<file path="src/rtl/xicp_pkg.sv">
package xicp_pkg;
    parameter int SRC_W  = 24;
    parameter int PRIO_W = 8;
    localparam int WORD_W = SRC_W + PRIO_W;

    typedef logic [SRC_W-1:0]  src_t;
    typedef logic [PRIO_W-1:0] prio_t;

    localparam src_t  IPI_SRC    = src_t'(2);
    localparam prio_t PRIO_LEAST = '1;

    typedef enum logic [1:0] {
        OP_ACCEPT   = 2'd0,
        OP_EOI      = 2'd1,
        OP_SET_CPPR = 2'd2,
        OP_SET_MFRR = 2'd3
    } op_e;

    // Presentation state: ceiling, pending number/priority, message priority, line
    typedef struct packed {
        prio_t cppr;
        src_t  xisr;
        prio_t pend;
        prio_t mfrr;
        logic  irq;
    } pres_t;

    typedef struct packed {
        logic vld;
        src_t src;
    } evt_t;

    typedef struct packed {
        pres_t st;
        evt_t  rej;
    } step_t;

    localparam pres_t RESET_ST = '{cppr: '0, xisr: '0, pend: PRIO_LEAST,
                                   mfrr: PRIO_LEAST, irq: 1'b0};

    function automatic logic busy(input pres_t s);
        return s.xisr != '0;
    endfunction

    function automatic logic [WORD_W-1:0] status_word(input pres_t s);
        return {s.cppr, s.xisr};
    endfunction

    // Load the inter-processor interrupt unless a more favoured one waits
    function automatic step_t ipi_check(input pres_t s);
        step_t r;
        r.st  = s;
        r.rej = '0;
        if (!(busy(s) && (s.pend <= s.mfrr))) begin
            if (busy(s)) begin
                r.rej.vld = 1'b1;
                r.rej.src = s.xisr;
            end
            r.st.xisr = IPI_SRC;
            r.st.pend = s.mfrr;
            r.st.irq  = 1'b1;
        end
        return r;
    endfunction

    function automatic step_t resend_scan(input pres_t s);
        step_t r;
        r.st  = s;
        r.rej = '0;
        if (s.mfrr < s.cppr) begin
            r = ipi_check(s);
        end
        return r;
    endfunction
endpackage

</file>
<file path="src/rtl/xicp_cmd_stage.sv">
module xicp_cmd_stage
    import xicp_pkg::*;
(
    input  pres_t              cur,
    input  logic               cmd_valid,
    input  op_e                cmd_op,
    input  logic [WORD_W-1:0]  cmd_data,
    output pres_t              nxt,
    output evt_t               rej,
    output logic               resend,
    output evt_t               eoi,
    output logic               rd_vld
);
    always_comb begin
        step_t sc;
        prio_t arg;
        sc     = '0;
        arg    = cmd_data[PRIO_W-1:0];
        nxt    = cur;
        rej    = '0;
        resend = 1'b0;
        eoi    = '0;
        rd_vld = 1'b0;
        if (cmd_valid) begin
            unique case (cmd_op)
                OP_ACCEPT: begin
                    rd_vld   = 1'b1;
                    nxt.cppr = cur.pend;
                    nxt.xisr = '0;
                    nxt.irq  = 1'b0;
                end
                OP_EOI: begin
                    eoi.vld  = 1'b1;
                    eoi.src  = cmd_data[SRC_W-1:0];
                    nxt.cppr = cmd_data[WORD_W-1:SRC_W];
                    if (!busy(nxt)) begin
                        resend = 1'b1;
                        sc     = resend_scan(nxt);
                        nxt    = sc.st;
                        rej    = sc.rej;
                    end
                end
                OP_SET_CPPR: begin
                    nxt.cppr = arg;
                    if (arg < cur.cppr) begin
                        if (busy(cur) && (arg <= cur.pend)) begin
                            nxt.xisr = '0;
                            nxt.irq  = 1'b0;
                            rej.vld  = 1'b1;
                            rej.src  = cur.xisr;
                        end
                    end else if (!busy(cur)) begin
                        resend = 1'b1;
                        sc     = resend_scan(nxt);
                        nxt    = sc.st;
                        rej    = sc.rej;
                    end
                end
                OP_SET_MFRR: begin
                    nxt.mfrr = arg;
                    if (arg < cur.cppr) begin
                        sc  = ipi_check(nxt);
                        nxt = sc.st;
                        rej = sc.rej;
                    end
                end
                default: ;
            endcase
        end
    end
endmodule

</file>
<file path="src/rtl/xicp_offer_stage.sv">
module xicp_offer_stage
    import xicp_pkg::*;
(
    input  pres_t cur,
    input  logic  offer_valid,
    input  src_t  offer_src,
    input  prio_t offer_prio,
    output pres_t nxt,
    output evt_t  rej
);
    logic bounce;

    always_comb begin
        bounce = (offer_prio >= cur.cppr) || (busy(cur) && (cur.pend <= offer_prio));
        nxt    = cur;
        rej    = '0;
        if (offer_valid) begin
            if (bounce) begin
                rej.vld = 1'b1;
                rej.src = offer_src;
            end else begin
                if (busy(cur)) begin
                    rej.vld = 1'b1;
                    rej.src = cur.xisr;
                end
                nxt.xisr = offer_src;
                nxt.pend = offer_prio;
                nxt.irq  = 1'b1;
            end
        end
    end
endmodule

</file>
<file path="src/rtl/xicp_present_unit.sv">
module xicp_present_unit
    import xicp_pkg::*;
(
    input  logic              clk,
    input  logic              rst,
    input  logic              cmd_valid,
    input  logic [1:0]        cmd_op,
    input  logic [WORD_W-1:0] cmd_data,
    input  logic              offer_valid,
    input  logic [SRC_W-1:0]  offer_src,
    input  logic [PRIO_W-1:0] offer_prio,
    output logic              irq_out,
    output logic              rd_valid,
    output logic [WORD_W-1:0] rd_data,
    output logic              cmd_rej_valid,
    output logic [SRC_W-1:0]  cmd_rej_src,
    output logic              offer_rej_valid,
    output logic [SRC_W-1:0]  offer_rej_src,
    output logic              resend_req,
    output logic              eoi_valid,
    output logic [SRC_W-1:0]  eoi_src
);
    pres_t st_q, mid_st, fin_st;
    evt_t  c_rej, o_rej, c_eoi;
    evt_t  c_rej_q, o_rej_q, eoi_q;
    logic  c_resend, c_rd;
    logic  resend_q, rd_q;
    logic [WORD_W-1:0] rd_word_q;

    xicp_cmd_stage u_cmd (
        .cur       (st_q),
        .cmd_valid (cmd_valid),
        .cmd_op    (op_e'(cmd_op)),
        .cmd_data  (cmd_data),
        .nxt       (mid_st),
        .rej       (c_rej),
        .resend    (c_resend),
        .eoi       (c_eoi),
        .rd_vld    (c_rd)
    );

    xicp_offer_stage u_offer (
        .cur         (mid_st),
        .offer_valid (offer_valid),
        .offer_src   (offer_src),
        .offer_prio  (offer_prio),
        .nxt         (fin_st),
        .rej         (o_rej)
    );

    always_ff @(posedge clk) begin
        if (rst) begin
            st_q      <= RESET_ST;
            c_rej_q   <= '0;
            o_rej_q   <= '0;
            eoi_q     <= '0;
            resend_q  <= 1'b0;
            rd_q      <= 1'b0;
            rd_word_q <= '0;
        end else begin
            st_q     <= fin_st;
            c_rej_q  <= c_rej;
            o_rej_q  <= o_rej;
            eoi_q    <= c_eoi;
            resend_q <= c_resend;
            rd_q     <= c_rd;
            if (c_rd) begin
                rd_word_q <= status_word(st_q);
            end
        end
    end

    assign irq_out         = st_q.irq;
    assign rd_valid        = rd_q;
    assign rd_data         = rd_word_q;
    assign cmd_rej_valid   = c_rej_q.vld;
    assign cmd_rej_src     = c_rej_q.src;
    assign offer_rej_valid = o_rej_q.vld;
    assign offer_rej_src   = o_rej_q.src;
    assign resend_req      = resend_q;
    assign eoi_valid       = eoi_q.vld;
    assign eoi_src         = eoi_q.src;
endmodule

</file>
<file path="config.mk">
export PLATFORM = sky130hd
export DESIGN_NAME = xicp_present_unit
export DESIGN_NICKNAME = d
export VERILOG_FILES = /design/src/rtl/xicp_pkg.sv /design/src/rtl/xicp_cmd_stage.sv /design/src/rtl/xicp_offer_stage.sv /design/src/rtl/xicp_present_unit.sv
export SDC_FILE = /design/constraint.sdc
export NUM_CORES = 1
export LEC_CHECK = 0
export ABC_AREA = 1
export ABC_CLOCK_PERIOD_IN_PS = 8500
export BUFFER_PORTS_ARGS = -buffer_cell sky130_fd_sc_hd__buf_2
export CORE_MARGIN = 2
export CORE_UTILIZATION = 58
export DETAILED_ROUTE_END_ITERATION = 7
export PLACE_DENSITY = 0.85
export SLEW_MARGIN = 20
export SYNTH_ARGS = -nofsm -noshare
export SYNTH_HDL_FRONTEND = slang
export SYNTH_SLANG_ARGS = --single-unit
</file>
<file path="constraint.sdc">
create_clock -name clk -period 8.5 [get_ports clk]
set_input_delay 0.85 -clock clk [delete_from_list [all_inputs] [get_ports clk]]
set_output_delay 0.85 -clock clk [all_outputs]
set_load 0.03 [all_outputs]
</file>
==> Yosys cells after proc, flatten, opt, wreduce, memory -nomap -nowiden <==
Cells that the tools add are included.
{ "word_totals": {"regBits": 158, "inputBits": 70, "wordCells": 78} }
{ "op_classes": {"magnitude_cmp": 8, "n_eq_ne": 3, "mux": 37, "bitwise": 4, "reduce_logical": 12} }
{ "ops": {"columns": ["operator", "count"], "rows": [
  ["$mux 25", 9],
  ["$mux 66", 2],
  ["$mux 32", 4],
  ["$pmux 32 s4", 1],
  ["$mux 41", 3],
  ["$pmux 25 s3", 1],
  ["$mux 26", 2],
  ["$mux 49", 1],
  ["$mux 24", 2],
  ["$pmux 16 s3", 1],
  ["$reduce_bool 24->1", 2],
  ["$le 8x8->1", 4],
  ["$lt 8x8->1", 3],
  ["$mux 16", 1],
  ["$ge 8x8->1", 1],
  ["$mux 1", 8],
  ["$eq 2x2->1 const B", 2],
  ["$logic_and 1x1->1", 4],
  ["$not 1->1", 4],
  ["$pmux 1 s4", 1],
  ["$reduce_and 4->1", 1],
  ["$reduce_or 2->1", 2],
  ["$reduce_or 3->1", 1],
  ["$eq 2x1->1 const B", 1],
  ["3 further kinds", 3]
]} }

==> Logic depth before layout (Yosys ltp) <==
{ "logic_depth": {"ltp_word": 13, "ltp_mapped": 29, "mapped_depth_nobuf": 28} }

==> Hierarchy <==
Synthesis repeated with hierarchy kept, for this count alone.
{ "unflattened": {"hier_cells": 1632, "hier_area_um2": 10198.5} }
{ "modules_own_cells": {"columns": ["module", "instances", "cells_each", "area_per_inst_um2", "seq_area_each_um2"], "rows": [
  ["xicp_present_unit", 1, 579, 4860.9, 3163.0],
  ["xicp_cmd_stage", 1, 709, 3537.1, 0.0],
  ["xicp_offer_stage", 1, 344, 1800.5, 0.0]
]} }

==> Worst setup path after synthesis <==
Ideal clock, no wire load.
{ "synth_timing": {"path_kind": "input-to-reg", "from": "in cmd_op[0]", "to": "reg o_rej_q (netlist bit offer_rej_src[22])", "setup_ns": 0.067, "arrival_time_ns": 3.984, "setup_slack_ns": 4.449, "path_stages": 21, "path_buffers": 4, "cell_sequence": "inv_1 > ha_1 > clkbuf_1 > clkbuf_1 > nand2_1 > inv_1 > a22oi_1 > o21ai_0 > ha_1 > a21boi_0 > o21a_1 > o21a_1 > o211ai_1 > a21oi_1 > a211oi_1 > nand3_1 > nand2_2 > buf_6 > buf_6 > nand2_1 > a21oi_2"} }
{ "synth_between": {"elab_chain_cells": 7} }
{ "synth_rtl": {"columns": ["item", "line_no", "rtl"], "rows": [
  ["start: declaration", "xicp_present_unit.sv:7", "input logic [1:0] cmd_op,"],
  ["$eq 2x2->1, or another cell as far along", "xicp_cmd_stage.sv:25", "unique case (cmd_op)"],
  ["$pmux 16 s3 or $pmux 32 s4 (tied branches)", "xicp_cmd_stage.sv:25", null],
  ["$mux 49 *", "xicp_cmd_stage.sv:24", "if (cmd_valid) begin"],
  ["$le 8x8->1 or $reduce_bool 24->1 (tied branches)", "xicp_offer_stage.sv:14, xicp_pkg.sv:42", null],
  ["$logic_and 1x1->1", "xicp_offer_stage.sv:14", "bounce = (offer_prio >= cur.cppr) || (busy(cur) && (cur.pend <= offer_prio));"],
  ["$logic_or 1x1->1", "xicp_offer_stage.sv:14", null],
  ["$mux 25 *", "xicp_offer_stage.sv:18", "if (bounce) begin"],
  ["end signal: assignment", "xicp_present_unit.sv:63", "o_rej_q <= o_rej;"],
  ["end: declaration", "xicp_present_unit.sv:25", "evt_t c_rej_q, o_rej_q, eoi_q;"]
]} }
Every way passes the cells marked *; elsewhere a longest branch is shown, timed or not.
A chain may end at the register's enable or synchronous reset.

==> Worst setup path after layout <==
{ "layout_timing": {"from": "in cmd_op[0]", "to": "reg o_rej_q (netlist bit offer_rej_src[2])"} }
Same word-level chain as after synthesis.

==> results_dict.tcl <==
set metrics [dict create \
    min_period_over_period_pct 63.7 \
    crit_chain "buf_2, inv_1, ha_1, nor2_1, o21ai_0, o21ai_0, ha_1, a21boi_0, o21a_1, o21a_1, o211ai_1, a21oi_1, a211oi_1, nand3_1, nand2_2, nand3_1, a21oi_1" \
    ys_seq_elements 158 \
    grt_antenna_before_repair 0 \
    reg2reg_setup_slack_ns 4.02 \
    slew_headroom_pct 34.4 \
    synth_seq_area_share_pct 41.2 \
    ir_worst_vdd_mv 0.172 \
    vias 7719 \
    synth_cells 1087 \
    syn_area_um2 7670 \
    rsz0062_at_grt "no" \
    insertion_delay_ns 0.44 \
    cts_buffers 17 \
    regArea_um2 3160 \
    dr.pass1.iters 5 \
    grtUsageMet2_pct 48.0 \
    cts.sinks 158 \
    die-area_um2 14200 \
    syn_avg_cell_area_um2 7.06 \
    fin_crit_ns 5.41 \
    critPathArrivalTime_ns 5.77 \
    grt_pass1_wl_um 35200 \
    whs_ns 0.528 \
    cts_resized 0 \
    drv_cap 0 \
    power_leakage_uw 0.00490 \
    yosysWarnings 0 \
    hold_buffers 0 \
    ios 180 \
    cts-root-buf "clkbuf_16" \
    dr.first_iter.drc_count 787 \
    power.density_nw_per_um2 248 \
    gr-usage-all-layers_pct 31.7 \
    die_w_um 119 \
    synth_top_area_share_pct 41.2 \
    cts_setup_buffers 0 \
    fmaxAchievable_ghz 0.185 \
    core_area_um2 13100 \
    grt_max_degree 67 \
    drt-total-wl_um 22400 \
    postPlaceCellArea_um2 8620 \
    start_util_pct 58.7 \
    netlist-cell-type-count 34 \
    fill_cells 1135 \
    critical_path.startpoint_type "input pin" \
    clk_pin_slew_ns 0.07 \
    synth_top_cell_by_area "dfxtp_1" \
    met1_usage_pct 45.9 \
    drtAntennaViolNets 0 \
    slowest_stage "nor2_1" \
    critPathMaxFanout 58 \
    area_growth_syn_to_layout_pct 19.9 \
    fp-row-count 42 \
    use_met3_pct 6.37 \
    outcome "finished clean" \
    grt_overflow 0 \
    grt_pass1_vias 6732 \
    drive_gt1_share_pct 18.3 \
    drv_slew 0 \
    power_uw 2280 \
    syn-num-nets 1215 \
    drc 0 \
    worst_pin_slew_ns 0.981 \
    fin_area_um2 9200 \
    synth.area.top_cells "dfxtp_1 (41%), nand2_1 (11%), ha_1 (9.5%)" \
    worstPathRequired_ns 8.86 \
    die_h_um 119 \
    worstSetupPathType "input pin to register" \
    multi_input_area_um2 3750 \
    clock_skew_ns 0.00845 \
    dp_hpwl_um 16600 \
    layout.nets 1373 \
    end_kind "register" \
    hold_class "register to register" \
    max_stage_delay_ns 0.82 \
    busiest_layer "met2" \
    vias_per_cell 5.38 \
    ctsLongestPathBuffers 2 \
    portBuffers 179 \
    htree_num_levels 4 \
    diodes 0 \
    setup_tns_ns 0 \
    setup_violations 0 \
    tritoncts "done" \
    gp_congestion 1.01 \
    routedWlPerCell_um 15.6 \
    hold_violations 0 \
]
-- kinds of logic after synthesis --
group / count (synthesis) / share of synthesized area [%]
compound gates: 213 / 14.8
flops: 158 / 41.2
simple gates: 463 / 24.5
fa+ha+maj: 58 / 9.46
buf+inv: 195 / 9.99
-- critical path, delay by kind of cell --
family	cells	cell delay, ns
buffers and inverters	2	0.17
AOI/OAI and AO/OA	9	1.99
and+or+nand+nor	4	1.99
adders and majority gates	2	0.74
-- per-layer routing --
metal	part of all wire (%)	up-vias
met4	1.9	0
met5	0	-
met3	9.6	34
li1	-	3783
met1	45	3517
met2	44	385
-- power by group --
group	total (uW)	internal [uW]	switching, uW
Clock	746	413	333
Sequential	859	805	54.2
Combinational	677	205	471
Total	2280	1420	859
-- final cells by class --
cell class,instances,area share (%)
Multi-Input combinational cell,734,40.8
Sequential cell,158,34.4
Timing Repair Buffer,182,9.98
Inverter,152,6.20
Clock buffer,17,4.62
Tap cell,176,2.39
Clock inverter,15,1.66
-- synth_stat cells (all sizes together) --
| cell | n |
|---|---|
| nor4 | 1 |
| o211ai | 4 |
| clkbuf | 31 |
| and2 | 1 |
| nor3 | 1 |
| inv | 149 |
| nor2 | 170 |
| a21boi | 1 |
| buf | 12 |
| o41ai | 1 |
| nand3 | 57 |
| o21a | 3 |
| a211oi | 2 |
| a21oi | 101 |
| a31oi | 1 |
| a22oi | 7 |
| nand4 | 5 |
| o22ai | 8 |
| dfxtp | 158 |
| nor3b | 1 |
| o21ai | 83 |
| ha | 58 |
| o21bai | 1 |
| nand2 | 227 |
| o221ai | 1 |
| clkinv | 3 |
-- state kept, by name (all words and copies together) (netlist names) --
signal / count
rd_valid: 1
rd_data: 32
resend_req: 1
st_q: 48
cmd_rej_src: 24
irq_out: 1
offer_rej_valid: 1
cmd_rej_valid: 1
eoi_src: 24
eoi_valid: 1
offer_rej_src: 24
-- cell usage in the layout (no fill, tap or decap), types with 3 or more instances in the layout --
master and n:
dfxtp_1 158, clkinv_1 3, a22oi_1 7, ha_1 58, nand2_1 226, buf_2 179
inv_1 147, o21a_1 3, clkinv_4 5, a21oi_1 99, o22ai_1 8, o211ai_1 4
nor2_2 7, clkbuf_16 17, nor2_1 163, o21ai_0 83, nand4_1 5, nand3_1 53
inv_8 3, buf_4 3, inv_6 4
-- per-stage QoR --
stage	utilization (%)	setup WS, ns	instances
CTS	70.3	3.17	1434
global placement	65.9	2.97	1402
global route	70.3	2.53	1434
floorplan	-	4.45	1087
finish	70.3	3.09	1434
detailed placement	65.9	2.80	1402
-- path summary, 6_finish.rpt --
check | startpoint | endpoint | cells after the start
min | st_q[25] | cmd_rej_src[8] | 2
max reg2reg | st_q[46] | offer_rej_src[2] | 22
max | cmd_op[0] | offer_rej_src[2] | 17
min reg2reg | st_q[25] | cmd_rej_src[8] | 2
(Power assumes the default switching activity.)
